### src/rtl/e3tp_pkg.sv
package e3tp_pkg;
   typedef struct packed {
      logic nibble;
      logic loop;
      logic master;
   } e3tp_mode_t;
endpackage

### src/rtl/e3tp_mode_ctl.sv
module e3tp_mode_ctl
   import e3tp_pkg::*;
(
   input  logic       clk,
   input  logic       rst_n,
   input  logic       cfg_nibble,
   input  logic       cfg_loop,
   input  logic       cfg_master,
   input  logic       boundary,
   input  logic       loc_en,
   input  logic       rec_en,
   output e3tp_mode_t mode,
   output logic       bit_en,
   output logic       ref_armed,
   output logic       gen_fs
);
   // Mode register: reloaded only at a frame boundary
   always_ff @(posedge clk or negedge rst_n) begin
      if (!rst_n) begin
         mode <= '0;
      end else if (boundary) begin
         mode <= '{nibble: cfg_nibble, loop: cfg_loop, master: cfg_master};
      end
   end

   always_comb begin
      bit_en    = mode.loop ? rec_en : loc_en;
      ref_armed = !mode.loop && !mode.master;
      gen_fs    = !mode.loop && mode.master;
   end
endmodule

### src/rtl/e3tp_frame_ctr.sv
module e3tp_frame_ctr #(
   parameter int FRAME_BITS = 1536,
   localparam int PW = $clog2(FRAME_BITS)
) (
   input  logic          clk,
   input  logic          rst_n,
   input  logic          bit_en,
   input  logic          ref_armed,
   input  logic          gen_fs,
   input  logic          frame_ref,
   output logic [PW-1:0] pos,
   output logic          boundary,
   output logic          frame_start
);
   localparam logic [PW-1:0] LAST = PW'(FRAME_BITS - 1);

   if (FRAME_BITS < 8) begin : g_bad_len
      $error("e3tp_frame_ctr: FRAME_BITS too small");
   end

   logic          ref_q;
   logic          restart;
   logic          wrap;
   logic [PW-1:0] pos_inc;

   // Single-register edge detect; the reference must already be synchronous
   always_ff @(posedge clk) ref_q <= frame_ref;

   always_comb begin
      restart  = ref_armed && frame_ref && !ref_q;
      wrap     = bit_en && (pos == LAST);
      boundary = restart || wrap;
   end

   if ((FRAME_BITS & (FRAME_BITS - 1)) == 0) begin : g_pow2
      assign pos_inc = pos + PW'(1);
   end else begin : g_cmp
      assign pos_inc = (pos == LAST) ? '0 : pos + PW'(1);
   end

   always_ff @(posedge clk or negedge rst_n) begin
      if (!rst_n) begin
         pos         <= '0;
         frame_start <= 1'b0;
      end else begin
         frame_start <= wrap && gen_fs;
         if (restart)     pos <= '0;
         else if (bit_en) pos <= pos_inc;
      end
   end
endmodule

### src/rtl/e3tp_payload_path.sv
module e3tp_payload_path #(
   parameter int NIB_W = 4,
   localparam int CW = $clog2(NIB_W)
) (
   input  logic             clk,
   input  logic             rst_n,
   input  logic             bit_en,
   input  logic             ovh_flag,
   input  logic             nibble,
   input  logic             boundary,
   input  logic             ser_in,
   input  logic [NIB_W-1:0] nib_in,
   output logic             pay_bit,
   output logic             pay_valid,
   output logic             nib_req
);
   if (NIB_W < 2) begin : g_bad_w
      $error("e3tp_payload_path: NIB_W must be at least 2");
   end

   logic [NIB_W-1:0] sh;
   logic [CW-1:0]    left;
   logic [CW-1:0]    left_after;
   logic             pen;
   logic             empty;

   always_comb begin
      pen        = bit_en && !ovh_flag;
      empty      = (left == '0);
      left_after = empty ? CW'(NIB_W - 1) : left - CW'(1);
   end

   always_ff @(posedge clk or negedge rst_n) begin
      if (!rst_n) begin
         sh        <= '0;
         left      <= '0;
         pay_bit   <= 1'b0;
         pay_valid <= 1'b0;
         nib_req   <= 1'b0;
      end else begin
         pay_valid <= pen;
         nib_req   <= pen && nibble && (left_after == CW'(1));
         if (pen) begin
            if (!nibble) begin
               pay_bit <= ser_in;
            end else if (empty) begin
               pay_bit <= nib_in[NIB_W-1];
               sh      <= {nib_in[NIB_W-2:0], 1'b0};
               left    <= left_after;
            end else begin
               pay_bit <= sh[NIB_W-1];
               sh      <= {sh[NIB_W-2:0], 1'b0};
               left    <= left_after;
            end
         end
         if (boundary) left <= '0;
      end
   end
endmodule

### src/rtl/e3_tx_payload_in.sv
module e3_tx_payload_in
   import e3tp_pkg::*;
#(
   parameter int FRAME_BITS = 1536,
   parameter int NIB_W = 4,
   localparam int PW = $clog2(FRAME_BITS)
) (
   input  logic             clk,
   input  logic             rst_n,
   input  logic             cfg_nibble,
   input  logic             cfg_loop,
   input  logic             cfg_master,
   input  logic             loc_en,
   input  logic             rec_en,
   input  logic             frame_ref,
   input  logic             ovh_flag,
   input  logic             ser_in,
   input  logic [NIB_W-1:0] nib_in,
   output logic [PW-1:0]    bit_pos,
   output logic             frame_start,
   output logic             pay_bit,
   output logic             pay_valid,
   output logic             nib_req
);
   e3tp_mode_t mode;
   logic       bit_en;
   logic       ref_armed;
   logic       gen_fs;
   logic       boundary;

   e3tp_mode_ctl u_mode (
      .clk(clk), .rst_n(rst_n),
      .cfg_nibble(cfg_nibble), .cfg_loop(cfg_loop), .cfg_master(cfg_master),
      .boundary(boundary), .loc_en(loc_en), .rec_en(rec_en),
      .mode(mode), .bit_en(bit_en), .ref_armed(ref_armed), .gen_fs(gen_fs)
   );

   e3tp_frame_ctr #(.FRAME_BITS(FRAME_BITS)) u_ctr (
      .clk(clk), .rst_n(rst_n), .bit_en(bit_en), .ref_armed(ref_armed),
      .gen_fs(gen_fs), .frame_ref(frame_ref), .pos(bit_pos),
      .boundary(boundary), .frame_start(frame_start)
   );

   e3tp_payload_path #(.NIB_W(NIB_W)) u_pay (
      .clk(clk), .rst_n(rst_n), .bit_en(bit_en), .ovh_flag(ovh_flag),
      .nibble(mode.nibble), .boundary(boundary), .ser_in(ser_in),
      .nib_in(nib_in), .pay_bit(pay_bit), .pay_valid(pay_valid),
      .nib_req(nib_req)
   );
endmodule

### config.mk
export PLATFORM = sky130hd
export DESIGN_NAME = e3_tx_payload_in
export DESIGN_NICKNAME = d
export VERILOG_FILES = /design/src/rtl/e3tp_pkg.sv /design/src/rtl/e3tp_mode_ctl.sv /design/src/rtl/e3tp_frame_ctr.sv /design/src/rtl/e3tp_payload_path.sv /design/src/rtl/e3_tx_payload_in.sv
export SDC_FILE = /design/constraint.sdc
export NUM_CORES = 1
export LEC_CHECK = 0
export BUFFER_PORTS_ARGS = -buffer_cell sky130_fd_sc_hd__buf_2
export CORE_MARGIN = 8
export CORE_UTILIZATION = 50
export CTS_CLUSTER_SIZE = 25
export DETAILED_ROUTE_END_ITERATION = 12
export GPL_TIMING_DRIVEN = 0
export MAX_ROUTING_LAYER = met4
export PLACE_DENSITY = 0.76
export SLEW_MARGIN = 20
export SYNTH_ARGS = -nofsm -noshare
export SYNTH_HDL_FRONTEND = slang
export SYNTH_HIERARCHICAL = 1
export SYNTH_SLANG_ARGS = --single-unit
### constraint.sdc
create_clock -name clk -period 2.8 [get_ports clk]
set_input_delay 0.56 -clock clk [delete_from_list [all_inputs] [get_ports clk]]
set_output_delay 0.56 -clock clk [all_outputs]
set_load 0.02 [all_outputs]
==> impl_metrics.py, run 1 <==
metrics = {
    "logic_synthesis": {
        "avgSynthCellArea_um2": 11.5,
        "yosys_warnings": 6,
        "synth_area_um2": 1150,
        "synth_nets": 117,
        "synth.ff_latch_count": 24,
        "synth-seq-area-share": 0.518,
        "ys_types": 33,
        "netlist_instances": 100,
    },
    "clock_tree": {
        "clock_latency_ps": 310,
        "cts_buffer_depth": 2,
        "cts_hold_buf": 0,
        "cts_sinks": 24,
        "clkTransAtPathRegs_ps": 130,
        "ctsHtreeMaxLevel": 1,
        "cts-root-buf": "clkbuf_4",
        "cts_resized": 0,
        "cts_setup_buffers": 0,
        "cts_buffers": 3,
        "cts_tree": "yes",
    },
    "min_path": {
        "hold_class": "in2async",
    },
    "layout": {
        "antennaDiodeCount": 0,
        "fillers": 197,
        "multi_input_area_um2": 528,
        "layout.cells.non_filler": 160,
        "regArea_um2": 596,
        "final_util": 0.621,
        "final_common_cell": "buf_2",
        "layout.nets": 150,
        "drive_above_1_share": 0.356,
        "final_cell_mix": "28 x buf_2, 23 x dfrtp_1, 13 x nor2_1",
        "areaGrowthSynthToFinish_pct": 18.4,
    },
    "grt": {
        "overflow": 0,
        "antenna_found_initial": 0,
        "grt_max_degree": 24,
        "grt.total_usage": 0.123,
        "grt_pass1_wl_um": 4040,
        "grt_pass1_vias": 897,
    },
    "setup_path": {
        "cp.arrival_ps": 2410,
        "critPathKind": "reg2reg",
        "max_stage_delay_ps": 480,
        "startpoint_type": "flop",
        "crit_slowest_cell": "o21bai_2",
        "required_ps": 3010,
        "path_common_cell": "mux2_2",
        "end_kind": "flop",
        "crit_family": "multiplexers",
        "crit_fanout": 11,
        "crit_path_cell_trace": "mux2_2, buf_4, and3_4, nand3_4, o21bai_2, mux2_2",
        "critical_path_buf_inv_count": 1,
    },
    "route": {
        "drt_iter0_markers": 23,
        "finalWirelength_um": 2190,
        "wl_per_cell_um": 13.7,
        "routed_via_density": 5.15,
        "drc": 0,
        "vias": 824,
        "ant_nets": 0,
        "dr.pass1.iters": 3,
    },
    "placed_design": {
        "place_inst": 156,
        "port_buffers": 28,
        "routabilityCongestion": 0.762,
        "hpwl_um": 1660,
    },
    "pwr": {
        "ir_worst_vdd_v": 0.000523,
        "leakage_nw": 0.709,
        "power_density_nw_per_um2": 829,
    },
    "sta": {
        "worst_pin_slew_ps": 560,
        "rsz0062_at_grt": "no",
        "setup_viol": 0,
        "drv_slew": 0,
        "period_needed_ps": 2190,
        "finalHoldViolCount": 0,
        "fin_crit_sh": 0.783,
        "slew_headroom": 0.626,
        "finalClockSkew_ps": 8.82,
        "finalSetupTns_ps": 0,
        "hold_ws_ps": 188,
        "timing.fmax_mhz": 456,
    },
    "die": {
        "rows": 17,
        "pin_count": 29,
        "die_area_um2": 4090,
        "start_util": 0.525,
        "die_width_um": 64.0,
        "die_y_um": 64.0,
        "coreArea_um2": 2190,
    },
    "run": {
        "drv_cap": 0,
    },
    "run_status": {
        "outcome": "finished clean",
    },
}
[sequential cells by signal, summed over array words and instances (netlist names), 2 cells and up]
| signal | flops |
|---|---|
| u_ctr/pos | 11 |
| u_mode/mode | 3 |
| u_pay/sh | 3 |
| u_pay/left | 2 |
[cells in the mapped netlist (all sizes together)]
cell,number,area (µm²)
and4,1,11.3
and2,1,7.51
a21oi,3,18.8
or2,1,6.26
a31oi,1,6.26
mux2,5,56.3
or3b,1,8.76
nand2,7,26.3
xor2,7,61.3
nand4,2,12.5
and3b,1,8.76
buf,2,15.0
ha,3,37.5
o2111ai,2,17.5
o21bai,1,11.3
mux2i,5,50.1
dfxtp,1,20.0
dfrtp,23,576
and3,3,25.0
nand3,2,22.5
o21ai,4,20.0
and2b,2,15.0
nor3,1,5.00
o211ai,1,7.51
nand3b,1,20.0
xnor2,2,17.5
nand2b,1,6.26
inv,3,11.3
nor2,13,48.8
[metal layers]
layer | GRT usage | vias up | wire (µm)
li1 | - | 410 | -
met4 | 0.0418 | 0 | 30
met3 | 0.0314 | 4 | 101
met1 | 0.135 | 392 | 967
met5 | - | - | 0
met2 | 0.210 | 18 | 1090
[worst paths after layout]
path	startpoint	to	slack [ps]	cells past startpoint
max in group asynchronous	rst_n	u_pay/sh[2]$_DFFE_PN0P_	2270	1
min in group clk	frame_ref	u_ctr/ref_q$_DFF_P_	350	1
hold reg to reg	u_pay/sh[3]$_DFFE_PN0P_	u_pay/sh[3]$_DFFE_PN0P_	500	2
hold / removal	rst_n	u_ctr/pos[10]$_DFFE_PN0P_	190	1
setup / recovery	u_mode/mode[1]$_DFFE_PN0P_	u_mode/mode[1]$_DFFE_PN0P_	610	6
setup reg to reg	u_mode/mode[1]$_DFFE_PN0P_	u_mode/mode[1]$_DFFE_PN0P_	610	6
[logic make-up (layout without fill, tap and decap cells)]
kind of cell	count (synthesis)	after routing	synth area share
flip-flops	24	24	0.518
XOR/XNOR	9	9	0.0686
buffers and inverters	5	37	0.0228
adder cells (fa/ha/maj)	3	3	0.0326
AO/OA/AOI/OAI	12	12	0.0707
multiplexers	10	10	0.0925
AND/OR/NAND/NOR	37	37	0.195
[through the flow]
step	instance area, µm²	setup WS (ps)	total power, mW
floorplan	1150	777	0.836
global placement	1330	475	0.942
detailed placement	1330	457	0.962
CTS	1360	578	1.15
global route	1360	461	1.22
finish	1360	608	1.13
[power breakdown]
part / leakage, nW / internal (mW) / switching (mW)
Sequential: 0.308 / 0.444 / 0.0840
Clock: 0.0210 / 0.0794 / 0.102
Combinational: 0.380 / 0.190 / 0.230
[area by class of cell]
type	count	area share
Buffer	2	0.0110
Clock buffer	4	0.0267
Inverter	3	0.00827
Multi-Input combinational cell	71	0.388
Sequential cell	24	0.437
Tap cell	28	0.0257
Timing Repair Buffer	28	0.103
Power figures use the tool's default switching activity.
==> run 2: changes to the inputs <==
--- a/config.mk
+++ b/config.mk
@@ -7,12 +7,12 @@
 export LEC_CHECK = 0
 export BUFFER_PORTS_ARGS = -buffer_cell sky130_fd_sc_hd__buf_2
 export CORE_MARGIN = 8
-export CORE_UTILIZATION = 50
+export CORE_UTILIZATION = 46
 export CTS_CLUSTER_SIZE = 25
 export DETAILED_ROUTE_END_ITERATION = 12
 export GPL_TIMING_DRIVEN = 0
 export MAX_ROUTING_LAYER = met4
-export PLACE_DENSITY = 0.76
+export PLACE_DENSITY = 0.73
 export SLEW_MARGIN = 20
 export SYNTH_ARGS = -nofsm -noshare
 export SYNTH_HDL_FRONTEND = slang
==> constraint.sdc (replaced) <==
create_clock -name clk -period 2 [get_ports clk]
set_input_delay 0.4 -clock clk [delete_from_list [all_inputs] [get_ports clk]]
set_output_delay 0.4 -clock clk [all_outputs]
set_load 0.02 [all_outputs]
==> run 2 against run 1 <==
Compared with the run above: maximum frequency increased by 16%; clock-buffer cell count is the same; cell count up 2.5%; via count up 1.8%; die area up 6.5%; largest power group unchanged; sequential share of layout area shrank 0.79 points; largest cell class unchanged; hold slack got worse by 150 ps.
==> impl_metrics.py, run 2 (synthesis results as in run 1) <==
metrics = {
    "run_status": {
        "outcome": "finished clean",
    },
    "placed_design": {
        "hpwl_um": 1710,
        "place_inst": 158,
        "port_buffers": 28,
        "routabilityCongestion": 0.747,
    },
    "setup_path": {
        "critical_path_buf_inv_count": 1,
        "crit_slowest_cell": "dfrtp_1",
        "required_ps": 2200,
        "r2r-end": "u_mode/mode[0]$_DFFE_PN0P_",
        "cp.arrival_ps": 2090,
        "timing.reg2reg.setup_slack_ps": 110,
        "path_common_cell": "mux2_2",
        "crit_start": "u_mode/mode[1]$_DFFE_PN0P_",
        "crit_family": "multiplexers",
        "crit_path_cell_trace": "mux2_2, buf_4, and3_4, nand3_4, o21bai_4, mux2_2",
        "critPathKind": "reg2reg",
        "max_stage_delay_ps": 430,
        "cp.depth": 6,
        "end_kind": "flop",
        "r2r_start": "u_mode/mode[1]$_DFFE_PN0P_",
        "startpoint_type": "flop",
        "rr_worst_depth": 6,
        "crit_fanout": 9,
        "endpoint": "u_mode/mode[0]$_DFFE_PN0P_",
    },
    "grt": {
        "grt_max_degree": 24,
        "grt_pass1_wl_um": 3820,
        "antenna_found_initial": 0,
        "overflow": 0,
        "grt_pass1_vias": 854,
        "grt.total_usage": 0.113,
    },
    "layout": {
        "largest_register_ffs": 11,
        "areaGrowthSynthToFinish_pct": 20.6,
        "largest_register": "u_ctr/pos",
        "final_common_cell": "buf_2",
        "layout.cells.non_filler": 164,
        "antennaDiodeCount": 0,
        "final_cell_mix": "28 x buf_2, 23 x dfrtp_1, 13 x nor2_1",
        "drive_above_1_share": 0.366,
        "top_regs": "u_ctr/pos (11), u_mode/mode (3), u_pay/sh (3)",
        "layout.nets": 152,
    },
    "pwr": {
        "power.total_mw": 1.60,
        "leakage_nw": 0.719,
        "power_density_nw_per_um2": 1150,
        "ir_worst_vdd_v": 0.000569,
    },
    "route": {
        "wl_per_cell_um": 13.6,
        "finalWirelength_um": 2240,
        "drc": 0,
        "routed_via_density": 5.12,
        "drt_iter0_markers": 28,
        "vias": 839,
        "ant_nets": 0,
        "dr.pass1.iters": 4,
    },
    "sta": {
        "setup_viol": 0,
        "period_needed_ps": 1890,
        "finalClockSkew_ps": 4.35,
        "hold_ws_ps": 41.6,
        "timing.fmax_mhz": 529,
        "fin_crit_sh": 0.944,
        "slew_headroom": 0.663,
        "rsz0062_at_grt": "no",
        "finalHoldViolCount": 0,
        "worst_pin_slew_ps": 506,
        "drv_slew": 0,
    },
    "die": {
        "rows": 18,
        "die_area_um2": 4360,
        "die_width_um": 66.0,
        "coreArea_um2": 2430,
        "start_util": 0.473,
        "pin_count": 29,
        "die_y_um": 66.0,
    },
    "clock_tree": {
        "ctsHtreeMaxLevel": 1,
        "cts_tree": "yes",
        "clock_latency_ps": 310,
        "cts_buffer_depth": 2,
        "cts_sinks": 24,
        "cts-root-buf": "clkbuf_4",
        "clkTransAtPathRegs_ps": 130,
        "cts_buffers": 3,
    },
    "run": {
        "drv_cap": 0,
    },
    "min_path": {
        "hold_class": "in2async",
    },
}
==> run 2: worst min path at each step <==
stage | from | to | slack (ps) | cells after the start
after floorplan | rst_n | u_ctr/frame_start$_DFF_PN0_ | 100 | 0
after global placement | rst_n | u_ctr/pos[10]$_DFFE_PN0P_ | 390 | 1
after detailed placement | rst_n | u_ctr/pos[10]$_DFFE_PN0P_ | 400 | 1
after CTS | rst_n | u_ctr/pos[7]$_DFFE_PN0P_ | 50 | 1
after global routing | rst_n | u_ctr/frame_start$_DFF_PN0_ | 80 | 1
final | rst_n | u_ctr/pos[2]$_DFFE_PN0P_ | 40 | 1
==> run 2: per-layer routing <==
layer / vias up / share of wire / global-route usage
li1: 411 / - / -
met1: 406 / 0.46 / 0.139
met2: 22 / 0.47 / 0.179
met3: 0 / 0.069 / 0.0288
met4: 0 / 0 / 0.0320
met5: - / 0 / -
==> run 2: cell type report <==
cell class	instances	area (µm²)
fill	229	1050
sequential	24	596
multi-input combinational	71	536
timing repair buffer	30	155
tap	30	37.5
clock buffer	4	36.3
buffer	2	15.0
inverter	3	11.3
==> run 2: metrics by stage <==
stage / worst slack [ps] / instance area [µm²] / TNS [ps] / utilization
final: 111 / 1390 / 0 / 0.570
after global routing: 33.6 / 1390 / 0 / 0.570
after CTS: 95.5 / 1390 / 0 / 0.570
after detailed placement: -220 / 1330 / -607 / 0.546
after global placement: -157 / 1330 / -469 / 0.546
after floorplan: 66.1 / 1150 / 0 / -
==> run 2: what timing repair did <==
item / in CTS / in global routing
hold buffers: 0 / 0
setup buffers: 2 / 0
gates resized for setup: 1 / 0
endpoints found under the setup margin: 3 / 0
==> run 2: power by group <==
group,switching [mW],internal (mW)
logic,0.327,0.277
clock network,0.139,0.111
registers,0.121,0.622
==> run 3: changes to the inputs <==
--- a/config.mk
+++ b/config.mk
@@ -8,7 +8,7 @@
 export BUFFER_PORTS_ARGS = -buffer_cell sky130_fd_sc_hd__buf_2
 export CORE_MARGIN = 8
 export CORE_UTILIZATION = 46
-export CTS_CLUSTER_SIZE = 25
+export CTS_CLUSTER_SIZE = 28
 export DETAILED_ROUTE_END_ITERATION = 12
 export GPL_TIMING_DRIVEN = 0
 export MAX_ROUTING_LAYER = met4
==> constraint.sdc (replaced) <==
create_clock -name clk -period 2 [get_ports clk]
set_input_delay 0.2 -clock clk [delete_from_list [all_inputs] [get_ports clk]]
set_output_delay 0.2 -clock clk [all_outputs]
set_load 0.02 [all_outputs]
==> run 3 against run 2 <==
Compared with the run above: combinational power about the same; worst setup slack got worse by 1.0 ps; register-to-register slack about the same; cell count increased by 1.2%; sequential share of layout area decreased by 0.61 points; total power increased by 0.25%; non-clock buffer count increased by 2; highest routed layer unchanged; sequential power about the same; cell area is 1.4% higher; clock power is essentially flat; hold slack gained 75 ps; routed wire length grew 0.40%; critical endpoint unchanged.
==> impl_metrics.py, run 3 (synthesis results as in run 1) <==
metrics = {
    "sta": {
        "timing.fmax_mhz": 529,
        "drv_slew": 0,
        "rsz0062_at_grt": "no",
        "slew_headroom": 0.663,
        "finalClockSkew_ps": 4.34,
        "setup_viol": 0,
        "fin_crit_sh": 0.945,
        "worst_pin_slew_ps": 506,
        "finalSetupTns_ps": 0,
        "finalHoldViolCount": 0,
        "period_needed_ps": 1890,
    },
    "pwr": {
        "leakage_nw": 0.727,
        "ir_worst_vdd_v": 0.000570,
        "power.share.clock": 0.156,
        "power.total_mw": 1.60,
        "p_comb_frac": 0.380,
        "power.switching_mw": 0.589,
        "pwr-share-seq": 0.464,
        "intPower_mw": 1.01,
        "switching_share": 0.368,
        "power_density_nw_per_um2": 1140,
    },
    "layout": {
        "antennaDiodeCount": 0,
        "largest_register_ffs": 11,
        "fillers": 225,
        "layout.nets": 154,
        "largest_register": "u_ctr/pos",
        "drive_above_1_share": 0.360,
        "final_area_um2": 1410,
        "layout.cells.non_filler": 166,
        "regArea_um2": 596,
        "final_cell_mix": "28 x buf_2, 23 x dfrtp_1, 13 x nor2_1",
        "top_regs": "u_ctr/pos (11), u_mode/mode (3), u_pay/sh (3)",
        "areaGrowthSynthToFinish_pct": 22.3,
        "multi_input_area_um2": 536,
        "final_common_cell": "buf_2",
    },
    "run_status": {
        "outcome": "finished clean",
    },
    "setup_path": {
        "path_common_cell": "mux2_2",
        "cp.arrival_ps": 2090,
        "timing.reg2reg.setup_slack_ps": 110,
        "crit_fanout": 9,
        "required_ps": 2210,
        "max_stage_delay_ps": 430,
        "critPathKind": "reg2reg",
        "end_kind": "flop",
        "crit_path_cell_trace": "mux2_2, buf_4, and3_4, nand3_4, o21bai_4, mux2_2",
        "crit_slowest_cell": "dfrtp_1",
        "startpoint_type": "flop",
    },
    "placed_design": {
        "dpl-instance-area_um2": 1330,
        "hpwl_um": 1710,
        "routabilityCongestion": 0.747,
        "port_buffers": 28,
        "place_inst": 158,
    },
    "clock_tree": {
        "clock_latency_ps": 310,
        "clkTransAtPathRegs_ps": 130,
        "cts_tree": "yes",
        "cts-root-buf": "clkbuf_4",
        "cts_sinks": 24,
        "cts_buffers": 3,
        "ctsHtreeMaxLevel": 1,
        "cts_buffer_depth": 2,
    },
    "grt": {
        "use_met2": 0.179,
        "grt_pass1_vias": 863,
        "overflow": 0,
        "grt_util_met3": 0.0288,
        "grt.total_usage": 0.113,
        "met1_usage": 0.140,
        "antenna_found_initial": 0,
        "grt_max_degree": 24,
        "top_usage_layer": "met2",
        "grt_pass1_wl_um": 3840,
    },
    "route": {
        "vias": 848,
        "routed_via_density": 5.11,
        "ant_nets": 0,
        "dr.pass1.iters": 4,
        "drt_iter0_markers": 28,
        "finalWirelength_um": 2250,
        "wl_per_cell_um": 13.5,
        "drc": 0,
    },
    "die": {
        "die_area_um2": 4360,
        "start_util": 0.473,
        "die_width_um": 66.0,
        "rows": 18,
        "die_y_um": 66.0,
        "pin_count": 29,
        "coreArea_um2": 2430,
    },
    "run": {
        "drv_cap": 0,
    },
    "min_path": {
        "hold_class": "in2reg",
    },
}
==> run 3: metal layers <==
| layer | share of wire | up-vias |
|---|---|---|
| li1 | - | 415 |
| met4 | 0 | 0 |
| met1 | 0.46 | 409 |
| met2 | 0.47 | 24 |
| met5 | 0 | - |
| met3 | 0.071 | 0 |
==> run 3: path summary, 6_finish.rpt <==
check | end | cells past startpoint | from
max in group asynchronous | u_mode/mode[1]$_DFFE_PN0P_ | 2 | rst_n
max reg2reg | u_mode/mode[0]$_DFFE_PN0P_ | 6 | u_mode/mode[1]$_DFFE_PN0P_
min | u_mode/mode[2]$_DFFE_PN0P_ | 2 | cfg_nibble
max | u_mode/mode[0]$_DFFE_PN0P_ | 6 | u_mode/mode[1]$_DFFE_PN0P_
min reg2reg | u_pay/sh[1]$_DFFE_PN0P_ | 2 | u_pay/sh[1]$_DFFE_PN0P_
min in group asynchronous | u_ctr/pos[2]$_DFFE_PN0P_ | 2 | rst_n
==> run 3: per-stage QoR <==
step                      utilization  setup WS, ps  hold slack [ps]
after global routing            0.578          33.6              102
after CTS                       0.578          95.5              104
after global placement          0.546          -157              192
final                           0.578           110              117
after detailed placement        0.546          -220              204
after floorplan                     -          66.1            -95.6
==> run 3: timing repair <==
action	in CTS	in global routing
endpoints found under the hold margin	24	0
buffers inserted	2	0
hold buffers	2	0
endpoints found under the setup margin	3	0
gates resized for setup	1	0
==> run 3: area by class of cell <==
cell class	instances	area share
clock buffer	4	0.0258
inverter	3	0.00801
multi-input combinational	71	0.381
timing repair buffer	32	0.125
buffer	2	0.0107
sequential	24	0.423
tap	30	0.0267
==> run 3: power by group through the flow <==
stage | Combinational [mW] | Clock (mW) | Sequential [mW]
after detailed placement | 0.602 | 0 | 0.758
after global routing | 0.685 | 0.280 | 0.764
final | 0.608 | 0.250 | 0.744
after global placement | 0.572 | 0 | 0.748
after floorplan | 0.365 | 0 | 0.805
after CTS | 0.617 | 0.263 | 0.747
==> run 3: critical path: cells and delay by family (launching register included) <==
family | cells | cell delay [ps]
compound gates | 1 | 190
mux | 2 | 660
buf+inv | 1 | 180
simple gates | 2 | 330
flops | 1 | 430
